File: config.mk
export PLATFORM = sky130hd
export DESIGN_NAME = osd_cmd_rx
export DESIGN_NICKNAME = d
export VERILOG_FILES = /design/src/rtl/osd_cmd_pkg.sv /design/src/rtl/osd_ser_shift.sv /design/src/rtl/osd_cmd_decode.sv /design/src/rtl/osd_wr_engine.sv /design/src/rtl/osd_cmd_rx.sv
export SDC_FILE = /design/constraint.sdc
export NUM_CORES = 1
export LEC_CHECK = 0
export BUFFER_PORTS_ARGS = -buffer_cell sky130_fd_sc_hd__buf_4
export CELL_PAD_IN_SITES_DETAIL_PLACEMENT = 1
export CELL_PAD_IN_SITES_GLOBAL_PLACEMENT = 1
export CORE_AREA = 5 5 146 134
export DETAILED_ROUTE_END_ITERATION = 8
export DIE_AREA = 0 0 151 139
export PLACE_DENSITY_LB_ADDON = 0.08
export SKIP_LAST_GASP = 1
export SYNTH_ARGS = -nofsm -noshare
export SYNTH_HDL_FRONTEND = slang
export SYNTH_HIERARCHICAL = 1
export SYNTH_SLANG_ARGS = --single-unit
File: constraint.sdc
create_clock -name clk -period 3.2 [get_ports clk]
set_clock_uncertainty 0.1 [all_clocks]
set_input_delay 0.48 -clock clk [delete_from_list [all_inputs] [get_ports clk]]
set_output_delay 0.48 -clock clk [all_outputs]
set_load 0.01 [all_outputs]
File: src/rtl/osd_cmd_pkg.sv
package osd_cmd_pkg;
    localparam int CMD_W   = 16;
    localparam int PAY_W   = 12;
    localparam int REC_W   = 2 * PAY_W;
    localparam int POS_W   = 9;
    localparam int COLOR_W = 4;

    localparam logic [3:0] GRP_ADDR     = 4'h0;
    localparam logic [3:0] GRP_CHR_STG  = 4'h1;
    localparam logic [3:0] GRP_CHR_PUT  = 4'h2;
    localparam logic [3:0] GRP_LINE_STG = 4'h3;
    localparam logic [3:0] GRP_LINE_PUT = 4'h4;
    localparam logic [3:0] GRP_SCREEN   = 4'h5;
    localparam logic [3:0] GRP_BACKGND  = 4'h7;
    localparam logic [3:0] GRP_PINCTL   = 4'hD;

    typedef enum logic [1:0] {
        WR_IDLE = 2'd0,
        WR_CHR  = 2'd1,
        WR_LINE = 2'd2
    } wr_mode_e;
endpackage

File: src/rtl/osd_ser_shift.sv
module osd_ser_shift
    import osd_cmd_pkg::*;
(
    input  logic             clk,
    input  logic             rst_n,
    input  logic             cs_n,
    input  logic             sclk,
    input  logic             sdat,
    input  logic             msb_first,
    output logic             word_vld,
    output logic [CMD_W-1:0] word
);
    localparam int CNT_W = $clog2(CMD_W + 1);

    typedef struct packed {
        logic             sclk;
        logic [CNT_W-1:0] cnt;
        logic [CMD_W-1:0] sh;
        logic             vld;
        logic [CMD_W-1:0] word;
    } shift_st_t;

    shift_st_t st_d, st_q;
    logic [CMD_W-1:0] sh_next;

    always_comb begin
        st_d      = st_q;
        st_d.sclk = sclk;
        st_d.vld  = 1'b0;
        sh_next   = msb_first ? {st_q.sh[CMD_W-2:0], sdat}
                              : {sdat, st_q.sh[CMD_W-1:1]};
        if (cs_n) begin
            st_d.cnt = '0;
        end else if (sclk && !st_q.sclk) begin
            st_d.sh = sh_next;
            if (st_q.cnt == CNT_W'(CMD_W - 1)) begin
                st_d.cnt  = '0;
                st_d.vld  = 1'b1;
                st_d.word = sh_next;
            end else begin
                st_d.cnt = st_q.cnt + 1'b1;
            end
        end
    end

    always_ff @(posedge clk or negedge rst_n) begin
        if (!rst_n) st_q <= '0;
        else        st_q <= st_d;
    end

    assign word_vld = st_q.vld;
    assign word     = st_q.word;
endmodule

File: src/rtl/osd_cmd_decode.sv
module osd_cmd_decode
    import osd_cmd_pkg::*;
#(
    parameter int ROW_W = 4,
    parameter int COL_W = 5
) (
    input  logic               clk,
    input  logic               rst_n,
    input  logic               word_vld,
    input  logic [CMD_W-1:0]   word,
    input  logic               busy,
    output logic               set_addr,
    output logic [ROW_W-1:0]   addr_row,
    output logic [COL_W-1:0]   addr_col,
    output logic               addr_fill,
    output logic               chr_go,
    output logic               line_go,
    output logic [REC_W-1:0]   rec,
    output logic               en_sprite,
    output logic               en_scrbg,
    output logic               en_disp,
    output logic               inv_color,
    output logic               inv_blank,
    output logic [POS_W-1:0]   vpos,
    output logic [POS_W-1:0]   hpos,
    output logic [COLOR_W-1:0] scrbg_color
);
    typedef struct packed {
        logic [PAY_W-1:0]   stg_chr;
        logic [PAY_W-1:0]   stg_line;
        logic               en_sprite;
        logic               en_scrbg;
        logic               en_disp;
        logic               inv_color;
        logic               inv_blank;
        logic [POS_W-1:0]   vpos;
        logic [POS_W-1:0]   hpos;
        logic [COLOR_W-1:0] bgc;
    } dec_st_t;

    dec_st_t st_d, st_q;
    logic [3:0]       grp;
    logic [PAY_W-1:0] pay;
    logic             take;

    assign grp  = word[CMD_W-1 -: 4];
    assign pay  = word[PAY_W-1:0];
    assign take = word_vld && !busy;

    always_comb begin
        st_d      = st_q;
        set_addr  = 1'b0;
        chr_go    = 1'b0;
        line_go   = 1'b0;
        rec       = {st_q.stg_chr, pay};
        addr_row  = word[8 +: ROW_W];
        addr_col  = word[COL_W-1:0];
        addr_fill = word[7];
        if (take) begin
            case (grp)
                GRP_ADDR:     set_addr = 1'b1;
                GRP_CHR_STG:  st_d.stg_chr = pay;
                GRP_CHR_PUT:  chr_go = 1'b1;
                GRP_LINE_STG: st_d.stg_line = pay;
                GRP_LINE_PUT: begin
                    line_go = 1'b1;
                    rec     = {st_q.stg_line, pay};
                end
                GRP_SCREEN: begin
                    if (word[11:8] == 4'b0000) begin
                        st_d.en_sprite = word[7];
                        st_d.en_scrbg  = word[6];
                        st_d.en_disp   = word[4];
                    end else if (word[11:9] == 3'b110) begin
                        st_d.vpos = word[POS_W-1:0];
                    end else if (word[11:9] == 3'b111) begin
                        st_d.hpos = word[POS_W-1:0];
                    end
                end
                GRP_BACKGND: begin
                    if (word[11:4] == 8'hC0) st_d.bgc = word[COLOR_W-1:0];
                end
                GRP_PINCTL: begin
                    if (word[11:10] == 2'b00) begin
                        st_d.inv_blank = word[1];
                        st_d.inv_color = word[0];
                    end
                end
                default: ;
            endcase
        end
    end

    always_ff @(posedge clk or negedge rst_n) begin
        if (!rst_n) st_q <= '0;
        else        st_q <= st_d;
    end

    assign en_sprite   = st_q.en_sprite;
    assign en_scrbg    = st_q.en_scrbg;
    assign en_disp     = st_q.en_disp;
    assign inv_color   = st_q.inv_color;
    assign inv_blank   = st_q.inv_blank;
    assign vpos        = st_q.vpos;
    assign hpos        = st_q.hpos;
    assign scrbg_color = st_q.bgc;
endmodule

File: src/rtl/osd_wr_engine.sv
module osd_wr_engine
    import osd_cmd_pkg::*;
#(
    parameter int ROWS = 12,
    parameter int COLS = 28,
    localparam int ROW_W = $clog2(ROWS),
    localparam int COL_W = $clog2(COLS)
) (
    input  logic             clk,
    input  logic             rst_n,
    input  logic             hsync_act,
    input  logic             set_addr,
    input  logic [ROW_W-1:0] addr_row,
    input  logic [COL_W-1:0] addr_col,
    input  logic             addr_fill,
    input  logic             chr_go,
    input  logic             line_go,
    input  logic [REC_W-1:0] rec_in,
    output logic             mem_we,
    output logic             mem_line,
    output logic [ROW_W-1:0] mem_row,
    output logic [COL_W-1:0] mem_col,
    output logic [REC_W-1:0] mem_data,
    output logic             busy
);
    typedef struct packed {
        wr_mode_e         mode;
        logic [ROW_W-1:0] row;
        logic [COL_W-1:0] col;
        logic             fill;
        logic [REC_W-1:0] rec;
    } eng_st_t;

    eng_st_t st_d, st_q;
    logic    at_last;

    assign at_last = (st_q.row == ROW_W'(ROWS - 1)) && (st_q.col == COL_W'(COLS - 1));

    always_comb begin
        st_d   = st_q;
        mem_we = 1'b0;
        if (st_q.mode == WR_IDLE) begin
            if (set_addr) begin
                st_d.row  = addr_row;
                st_d.col  = addr_col;
                st_d.fill = addr_fill;
            end
            if (chr_go) begin
                st_d.mode = WR_CHR;
                st_d.rec  = rec_in;
            end else if (line_go) begin
                st_d.mode = WR_LINE;
                st_d.rec  = rec_in;
            end
        end else if (!hsync_act) begin
            mem_we = 1'b1;
            if (st_q.mode == WR_LINE) begin
                st_d.mode = WR_IDLE;
            end else begin
                if (st_q.col >= COL_W'(COLS - 1)) begin
                    st_d.col = '0;
                    st_d.row = (st_q.row >= ROW_W'(ROWS - 1)) ? '0 : st_q.row + 1'b1;
                end else begin
                    st_d.col = st_q.col + 1'b1;
                end
                if (!st_q.fill || at_last) st_d.mode = WR_IDLE;
            end
        end
    end

    always_ff @(posedge clk or negedge rst_n) begin
        if (!rst_n) st_q <= '{mode: WR_IDLE, default: '0};
        else        st_q <= st_d;
    end

    assign mem_line = (st_q.mode == WR_LINE);
    assign mem_row  = st_q.row;
    assign mem_col  = st_q.col;
    assign mem_data = st_q.rec;
    assign busy     = (st_q.mode != WR_IDLE);
endmodule

File: src/rtl/osd_cmd_rx.sv
module osd_cmd_rx
    import osd_cmd_pkg::*;
#(
    parameter int ROWS = 12,
    parameter int COLS = 28,
    localparam int ROW_W = $clog2(ROWS),
    localparam int COL_W = $clog2(COLS)
) (
    input  logic               clk,
    input  logic               rst_n,
    input  logic               ser_cs_n,
    input  logic               ser_clk,
    input  logic               ser_dat,
    input  logic               msb_first,
    input  logic               hsync_act,
    output logic               mem_we,
    output logic               mem_line,
    output logic [ROW_W-1:0]   mem_row,
    output logic [COL_W-1:0]   mem_col,
    output logic [REC_W-1:0]   mem_data,
    output logic               busy,
    output logic               en_sprite,
    output logic               en_scrbg,
    output logic               en_disp,
    output logic               inv_color,
    output logic               inv_blank,
    output logic [POS_W-1:0]   vpos,
    output logic [POS_W-1:0]   hpos,
    output logic [COLOR_W-1:0] scrbg_color
);
    logic             word_vld;
    logic [CMD_W-1:0] word;
    logic             set_addr, addr_fill, chr_go, line_go;
    logic [ROW_W-1:0] addr_row;
    logic [COL_W-1:0] addr_col;
    logic [REC_W-1:0] rec;

    osd_ser_shift u_shift (
        .clk       (clk),
        .rst_n     (rst_n),
        .cs_n      (ser_cs_n),
        .sclk      (ser_clk),
        .sdat      (ser_dat),
        .msb_first (msb_first),
        .word_vld  (word_vld),
        .word      (word)
    );

    osd_cmd_decode #(.ROW_W(ROW_W), .COL_W(COL_W)) u_dec (
        .clk         (clk),
        .rst_n       (rst_n),
        .word_vld    (word_vld),
        .word        (word),
        .busy        (busy),
        .set_addr    (set_addr),
        .addr_row    (addr_row),
        .addr_col    (addr_col),
        .addr_fill   (addr_fill),
        .chr_go      (chr_go),
        .line_go     (line_go),
        .rec         (rec),
        .en_sprite   (en_sprite),
        .en_scrbg    (en_scrbg),
        .en_disp     (en_disp),
        .inv_color   (inv_color),
        .inv_blank   (inv_blank),
        .vpos        (vpos),
        .hpos        (hpos),
        .scrbg_color (scrbg_color)
    );

    osd_wr_engine #(.ROWS(ROWS), .COLS(COLS)) u_eng (
        .clk       (clk),
        .rst_n     (rst_n),
        .hsync_act (hsync_act),
        .set_addr  (set_addr),
        .addr_row  (addr_row),
        .addr_col  (addr_col),
        .addr_fill (addr_fill),
        .chr_go    (chr_go),
        .line_go   (line_go),
        .rec_in    (rec),
        .mem_we    (mem_we),
        .mem_line  (mem_line),
        .mem_row   (mem_row),
        .mem_col   (mem_col),
        .mem_data  (mem_data),
        .busy      (busy)
    );
endmodule

### Word-level counts from Yosys, hierarchy flattened

Index checks and enable logic that the tools add are counted.

* output and inout bits: 63
* bits in latches: 0
* register bits after elaboration: 126
* word-level logic and storage cells: 105
* memory bits (read-only): 0
* memories kept: 0
* RAM bits: 0
* input port bits: 7

* equality and inequality tests: 18
* $mul: 0
* div/mod/pow operators: 0
* mux-type cells: 29
* reductions and logical operators: 30
* add/sub/neg operators: 3
* magnitude comparators: 2
* shifts and indexed selects: 0
* bitwise gates (word level): 3

Operators by type and width (number)
* 24-bit two-way mux: 4
* 38-bit two-way mux: 1
* 17-bit two-way mux: 2
* 11-bit two-way mux: 2
* 3-bit AND reduction: 6
* 16-bit two-way mux: 1
* 5-bit two-way mux: 3
* 4-bit by 3-bit equality test with 1-bit output, second input constant: 3
* 5-bit by 1-bit adder with 5-bit output, second input constant: 2
* 10-bit two-way mux: 1
* 2-bit AND reduction: 5
* 9-bit two-way mux: 1
* 4-bit by 2-bit equality test with 1-bit output, second input constant: 2
* 4-bit equality test, second input constant: 2
* 8-bit equality test, second input constant: 1
* 4-bit zero test: 2
* 1-bit two-way mux: 8
* 2-bit two-way mux: 4
* 4-bit two-way mux: 2
* 4-bit AND reduction: 2
* 2-bit nonzero test: 4
* 3-bit equality test, second input constant: 2
* 5-bit by 4-bit equality test with 1-bit output, second input constant: 1
* 5-bit equality test, second input constant: 1
* other kinds (15): 23

### Depth between registers and ports, before layout

Gate-level depths: netlist (run 1).

* depth in word-level cells: 7
* depth in mapped cells: 11
* depth with buffers taken out: 8

### By module

Netlist (run 1), hierarchy kept.

By module, submodules not included
* osd_cmd_decode: seq. area each 1276.2 um2, area each 2524.9 um2, cells an instance 183, times used 1
* osd_wr_engine: seq. area each 900.9 um2, area each 2044.5 um2, cells an instance 167, times used 1
* osd_ser_shift: seq. area each 975.9 um2, area each 1879.3 um2, cells an instance 138, times used 1

### Worst setup path before layout (run 1)

OpenSTA, ideal clock, no wires.

* kind: register to register
* start point: register u_eng/st_q[34] in the netlist's numbering
* end point: register u_eng.st_q, in the netlist u_eng/mem_col[3]
* arrival time: 2.423 ns
* buffers on the path: 1
* stages on the path, launching flop included: 10
* library setup time: 0.136 ns
* period minus slack after synthesis: 2.658 ns
* setup slack: 0.542 ns
* required time: 2.964 ns
* path through: dfrtp_1 -> buf_6 -> nor2_4 -> inv_4 -> or4b_4 -> nor3_1 -> nor3b_4 -> nor2_1 -> a221oi_1 -> o21ai_0

* word-level cells in the longest chain between the ends: 6
* elaborated cells between the ends (all ways): 11
* classes of those cells: eq/ne (4); mux (2); reduce/logical (5)

Ends and longest elaborated chain
* from (decl): RTL line osd_wr_engine.sv:34 `eng_st_t st_d, st_q;`
* from (signal assigned): RTL line osd_wr_engine.sv:73 `else st_q <= st_d;`
* 2-bit nonzero test: RTL line osd_wr_engine.sv:80 `assign busy = (st_q.mode != WR_IDLE);`
* via busy: RTL line osd_cmd_rx.sv:21 `output logic busy,`
* 1-bit zero test: RTL line osd_cmd_decode.sv:48 `assign take = word_vld && !busy;`
* 1-bit logical AND: RTL line osd_cmd_decode.sv:48
* 1-bit two-way mux: RTL line osd_cmd_decode.sv:59 `if (take) begin`
* via set_addr: RTL line osd_cmd_rx.sv:33 `logic set_addr, addr_fill, chr_go, line_go;`
* 2-bit inequality test (no source line)
* 3-bit AND reduction (no source line)

The timed path passes the listed nets, and every way through them passes these cells.
A chain may end at the register's enable or synchronous reset.

### Final worst setup path (run 1)

* start point: register u_eng/st_q[35] in the netlist's numbering
* end point: register u_eng.st_q, in the netlist u_eng/mem_data[1]

* word-level cells in the longest chain between the ends: 6
* elaborated cells between the ends (all ways): 11
* classes of those cells: mux (5); reduce/logical (6)

Ends and longest elaborated chain (RTL line)
* 2-bit nonzero test *: osd_wr_engine.sv:80
* 1-bit zero test *: osd_cmd_decode.sv:48
* 1-bit logical AND *: osd_cmd_decode.sv:48
* 1-bit two-way mux *: osd_cmd_decode.sv:59
* via chr_go: osd_cmd_rx.sv:33
* 2-bit nonzero test (no source line)
* 2-bit AND reduction (no source line)

Mark *: on every way through the listed nets, which the timed path passes. The rest lies on a longest branch. The select of a mux whose other input is x is not followed.

==> impl_summary.txt, run 1 <==
----------------------------------------------------
[Status]
  Result of the run ... complete, no violations

[Placed design]
  RePlAce Congestion ... 0.744
  Buffers on Ports ... 69
  Post-place setup slack ... 0.344 ns
  Standard cell area after detailed placement ... 6530 um^2
  Dpl hpwl ... 9450 um

[CTS]
  Clock transition at the registers of the reported paths ... 0.06 ns
  Maximum root-to-sink buffer count ... 2
  Clock Root Buffer ... clkbuf_16
  Clock sinks ... 126
  CTS tree ... done
  Latest clock arrival within the worst-skew pair ... 0.41 ns
  CTS Buf Count ... 17
  H-tree lvl count ... 4
  CTS resizes ... 0

[STA]
  Total negative setup slack ... 0 ns
  Slew at the pin closest to its max-slew limit ... 0.569 ns
  Max Clk Rate ... 352 MHz
  Worst-case headroom to the max-slew limit ... 62.1%
  Setup repair after global routing missed its margin ... false
  Final Max Tran Viols ... 0
  Worst-case setup margin in the final layout ... 0.355 ns
  Period utilization ... 88.9%
  Final Hold Violating Endpoints ... 0
  Final-report setup violation count ... 0
  Time the final worst path needs with I/O delays and setup ... 2.84 ns

[Worst setup path]
  Slowest cell on crit path ... or4b_4
  Type of the worst setup path ... reg -> reg
  CP endpoint kind ... flop
  Worst EP required ... 3.40 ns
  Combined buffer and inverter count along the critical path ... 2
  Largest stage delay on the critical path ... 0.56 ns
  Largest fanout on the critical path ... 21
  Critical path's top delay family ... simple AND/OR/NAND/NOR gates
  Worst endpoint data arrival time ... 3.04 ns
  Capture point of the worst reg-to-reg path ... u_eng/mem_data[1]
  Total stage count of the critical path ... 8
  RR Startpoint ... u_eng/st_q[35]
  CP startpoint ... u_eng/st_q[35]
  R2R cell count ... 8
  Series of cell instances along the critical path ... nor2_4 -> inv_4 -> or4b_4 -> nor3b_1 -> nor2_1 -> nor2_8 -> buf_12 -> mux2_2
  Setup slack of the most critical reg-to-reg path ... 0.36 ns
  Worst setup SP type ... flop

[Final layout]
  Layout Area Growth over Synthesis ... 10.4%
  Commonest non-fill, non-tap cells in the layout ... 126 x dfrtp_1, 90 x mux2_2, 77 x buf_4, 36 x mux2_4, 17 x clkbuf_16
  Most frequent standard cell in the layout excluding fill and tap cells ... dfrtp_1
  Total area of sequential cells ... 3150 um^2
  Count of nets after finishing ... 489
  Antenna diodes ... 0
  Area of the multi-input gates ... 2420 um^2
  Share of layout cells above drive strength 1 ... 51.8%
  Non-Filler Cell Area, Final ... 7120 um^2
  Fill cell instance count of the final layout ... 1924

[Floorplan]
  Die Area ... 21000 um^2
  Overall die height ... 139 um
  Horizontal extent of the die ... 151 um
  Area of the core ... 18000 um^2
  I/O pin count ... 70
  Number of placement rows ... 47
  Starting Density ... 35.8%

[Global routing]
  Vias in the first global route ... 3905
  Antenna violations before repair ... 0
  Total global routing overflow ... 0
  Pin count of the biggest net entering global routing ... 42
  Total GRT Usage ... 13.8%
  Wire length of the first global-routing pass ... 22300 um

[Synthesis]
  Post-synthesis instance area ... 6450 um^2
  Share of flip-flops with an asynchronous set or reset ... 100%
  Top_reg_cell synth ... dfrtp_1
  Number of warnings issued by yosys ... 6
  Synthesized net count ... 498
  Number of cells produced by synthesis ... 488
  Post-synthesis area per instance ... 13.2 um^2
  Synth unique cells ... 57
  EDFF count, synth ... 0
  #FFs+latches synth ... 126
  Sequential share of the synthesized area ... 48.9%

[Routing]
  Number of DRC markers in iteration 0 ... 120
  Drt total wl ... 13600 um
  Count of nets left with antenna violations after detail routing ... 0
  Via Count ... 3461
  Vias per std cell ... 4.70
  Residual DRC count ... 0
  Detailed-route wire length per cell ... 18.5 um
  Detailed Routing Iterations Pass 1 ... 4

[Pwr]
  Total power per unit cell area ... 527 nW/um^2
  Maximum ir drop on the vdd rail ... 0.000358 V
  Leakage dissipation ... 3.52 nW

[Flow run]
  Count of maximum capacitance violations ... 0

[Worst hold path]
  End of the worst hold path ... u_shift/st_q[38]
  Hold path startpoint ... ser_clk
  Worst hold path depth ... 1
  Classification of the worst-slack hold path ... in -> reg

----------------------------------------------------
-- worst max path at each step --
stage | to | slack (ns)
finish | u_eng/mem_data[1] | 0.36
global route | u_eng/mem_col[3] | 0.13
CTS | u_eng/mem_data[1] | 0.33
detailed placement | u_eng/mem_data[1] | 0.34
global placement | u_eng/mem_data[1] | 0.45
floorplan | u_eng/mem_col[3] | 0.54
-- per-layer routing --
metal,part of all wire (%),track usage (%),vias to the layer above
met5,0,0,-
met4,1.6,4.87,0
met3,2.9,3.24,20
met2,49,21.8,50
met1,46,18.6,1784
li1,-,-,1607
-- per-stage QoR --
step           std cells  hold WS [ns]  utilization (%)  total power [mW]
6_report             737         0.112             39.6              3.75
5_1_grt              737        0.0956             39.6              3.92
4_1_cts              737        0.0826             39.6              3.83
3_5_place_dp         704         0.356             36.3              1.90
3_3_place_gp         704         0.350             36.3              1.89
2_1_floorplan        488        0.0844                -              1.82
-- logic make-up (layout without fill, tap and decap cells) --
group / Yosys count / after routing / synth area share, %
muxes: 133 / 133 / 25.2
DFF: 126 / 126 / 48.9
AOI/OAI and AO/OA: 32 / 32 / 3.41
xor gates and xnor gates: 1 / 1 / 0.136
adders and majority gates: 3 / 3 / 0.582
and+or+nand+nor: 78 / 78 / 8.13
buffers and inverters: 115 / 119 / 13.7
-- cells in the mapped netlist (all sizes together), types with 3 or more instances --
master	n	area share [%]
a21oi	9	0.70
nand2	15	0.87
o21ai	8	0.62
mux2i	7	1.1
buf	105	13
nor3b	5	0.76
nor2b	4	0.39
ha	3	0.58
mux2	126	24
nor2	16	1.3
inv	7	0.45
a221o	5	0.83
clkbuf	3	0.39
nor3	5	0.56
nand3	11	1.0
nor4	3	0.29
dfrtp	126	49
nand3b	3	0.35
-- flip-flops by register name (all words and copies together) (netlist names) --
signal	count
u_dec/en_sprite	1
u_dec/inv_blank	1
u_eng/mem_data	24
u_shift/word_vld	1
u_dec/en_disp	1
u_dec/scrbg_color	4
u_dec/hpos	9
u_dec/st_q	24
u_dec/vpos	9
u_dec/inv_color	1
u_shift/word	16
u_eng/st_q	3
u_shift/st_q	22
u_eng/mem_col	5
u_dec/en_scrbg	1
u_eng/mem_row	4
-- power by group --
part / switching (mW) / internal [mW] / total [mW]
registers: 0.0405 / 1.65 / 1.69
logic: 0.0872 / 0.0868 / 0.174
clock network: 0.726 / 1.16 / 1.89
total: 0.854 / 2.90 / 3.75
-- repair_timing --
item / CTS / global route
buffers inserted: 0 / 0
endpoints found under the hold margin: 29 / 0
hold buffers: 1 / 0
-- final cells by class --
class	instances	area share [%]
timing repair buffer	80	8.82
sequential	126	44.3
multi-input combinational	247	34.0
clock inverter	14	2.02
clock buffer	18	6.17
inverter	7	0.404
tap	245	4.31
-- worst register-to-register path: cells and delay by family (launching register included) --
kind,cells,cell delay [ns]
muxes,1,0.36
buffers and inverters,2,0.30
DFF,1,0.48
and+or+nand+nor,5,1.49
(Power assumes the default switching activity.)
==> inputs of run 2 (changes only) <==
==> constraint.sdc (replaced) <==
create_clock -name clk -period 3.2 [get_ports clk]
set_clock_uncertainty 0.1 [all_clocks]
set_input_delay 0.64 -clock clk [delete_from_list [all_inputs] [get_ports clk]]
set_output_delay 0.64 -clock clk [all_outputs]
set_load 0.01 [all_outputs]
==> run 2 against run 1 <==
Against the previous run:
- combinational power about the same
- sequential power barely moved
- clock-buffer cell count increased by 3
- first-iteration DRC count increased by 16%
- via count up 1.3%
- die area unchanged
- total power rose by 1.7%
- sequential cell count did not move
- hold slack worse by 0.097 ns
- sequential share of layout area is essentially flat
- worst setup slack got worse by 0.0061 ns
- largest cell class unchanged
- highest routed layer unchanged
==> impl_summary.txt, run 2 (same netlist as run 1, synthesis figures left out) <==
----------------------------------------------------
[Global routing]
  Met1 capacity usage during global routing ... 18.7%
  Total global routing overflow ... 0
  Total GRT Usage ... 13.8%
  Global routing met2 resource utilization ... 21.4%
  Antenna violations before repair ... 0
  Vias in the first global route ... 3809
  Pin count of the biggest net entering global routing ... 51
  Met3 Use GR ... 3.95%
  Busiest metal layer after global routing ... met2
  Wire length of the first global-routing pass ... 22200 um

[Floorplan]
  Die Area ... 21000 um^2
  Overall die height ... 139 um
  I/O pin count ... 70
  Number of placement rows ... 47
  Starting Density ... 35.8%
  Horizontal extent of the die ... 151 um
  Area of the core ... 18000 um^2

[Placed design]
  Buffers on Ports ... 69
  Dpl hpwl ... 9220 um
  Standard cell area after detailed placement ... 6530 um^2
  RePlAce Congestion ... 0.773

[STA]
  Setup repair after global routing missed its margin ... false
  Final Max Tran Viols ... 0
  Period utilization ... 89.1%
  Max Clk Rate ... 351 MHz
  Time the final worst path needs with I/O delays and setup ... 2.85 ns
  Slew at the pin closest to its max-slew limit ... 0.546 ns
  Total negative setup slack ... 0 ns
  Worst-case headroom to the max-slew limit ... 63.3%
  Final Hold Violating Endpoints ... 0
  Final-report setup violation count ... 0

[CTS]
  Clock sinks ... 126
  Post-CTS setup buffers ... 0
  CTS Buf Count ... 17
  Maximum root-to-sink buffer count ... 2
  H-tree lvl count ... 4
  CTS resizes ... 0
  Clock transition at the registers of the reported paths ... 0.06 ns
  CTS tree ... done
  Clock Root Buffer ... clkbuf_16
  Latest clock arrival within the worst-skew pair ... 0.41 ns
  Count of hold buffers inserted by post-cts repair ... 0

[Final layout]
  Layout Area Growth over Synthesis ... 10.5%
  Share of layout cells above drive strength 1 ... 51.5%
  Non-Filler Cell Area, Final ... 7130 um^2
  Commonest non-fill, non-tap cells in the layout ... 126 x dfrtp_1, 90 x mux2_2, 77 x buf_4, 36 x mux2_4, 17 x clkbuf_16
  Count of nets after finishing ... 488
  Most frequent standard cell in the layout excluding fill and tap cells ... dfrtp_1
  Antenna diodes ... 0

[Routing]
  Detailed-route wire length per cell ... 18.5 um
  Number of DRC markers in iteration 0 ... 139
  Count of nets left with antenna violations after detail routing ... 0
  Drt total wl ... 13600 um
  Detailed Routing Iterations Pass 1 ... 4
  Via Count ... 3505
  Vias per std cell ... 4.76
  Residual DRC count ... 0

[Pwr]
  Leakage dissipation ... 3.53 nW
  Total power per unit cell area ... 535 nW/um^2
  Maximum ir drop on the vdd rail ... 0.000361 V

[Worst setup path]
  CP endpoint kind ... flop
  Largest fanout on the critical path ... 8
  Worst setup SP type ... flop
  Worst endpoint data arrival time ... 3.03 ns
  Worst EP required ... 3.38 ns
  Type of the worst setup path ... reg -> reg

[Status]
  Result of the run ... complete, no violations

[Flow run]
  Count of maximum capacitance violations ... 0

[Worst hold path]
  Classification of the worst-slack hold path ... in -> async

----------------------------------------------------
## run 2: path summary, 6_finish.rpt
check                          startpoint                to  slack (ns)  cells past startpoint
setup / recovery           u_eng/st_q[35]  u_eng/mem_col[3]        0.35                      8
hold / removal                      rst_n  u_eng/mem_col[3]        0.01                      1
setup reg to reg           u_eng/st_q[35]  u_eng/mem_col[3]        0.35                      8
hold reg to reg            u_eng/st_q[24]    u_eng/st_q[24]        0.39                      2
max in group asynchronous           rst_n     u_dec/vpos[4]        2.29                      2
min in group clk                  ser_clk  u_shift/st_q[38]        0.27                      1
## run 2: cell type report
type / count / area, um^2
flip-flops and latches: 126 / 3150
inverters: 7 / 28.8
clock inverters: 11 / 140
clock buffers: 21 / 460
fillers: 1882 / 10900
well taps: 245 / 307
repair buffers: 79 / 618
multi-input cells: 247 / 2420
## run 2: through the flow
stage / util, % / worst slack, ns / hold WS (ns) / cells / total power, mW
2_1_floorplan: - / 0.542 / 0.244 / 488 / 1.82
3_3_place_gp: 36.3 / 0.480 / 0.383 / 704 / 1.89
3_5_place_dp: 36.3 / 0.401 / 0.386 / 704 / 1.89
4_1_cts: 39.6 / 0.388 / 0.00660 / 736 / 3.89
5_1_grt: 39.6 / 0.133 / 0.0226 / 736 / 3.98
6_report: 39.6 / 0.349 / 0.0146 / 736 / 3.81
## run 2: layer usage
layer  part of all wire [%]  wire, um  vias up
li1                       -         -     1613
met1                     47      6370     1831
met2                     49      6610       51
met3                    3.6       486       10
met4                   0.88       120        0
met5                      0         0        -
## run 2: where the power goes
group | internal [mW] | switching (mW) | leakage [nW]
Combinational | 0.0858 | 0.0847 | 1.52
Clock | 1.26 | 0.697 | 0.285
Sequential | 1.65 | 0.0401 | 1.72
Total | 2.99 | 0.822 | 3.53
## run 2: critical path, cell delays in order, from the launching register on
cell	delay [ns]
dfrtp_1	0.48
nor2_4	0.27
inv_4	0.09
or4b_4	0.57
nor3_1	0.45
nor3b_4	0.30
nor2_1	0.09
a221oi_1	0.25
o21ai_0	0.12
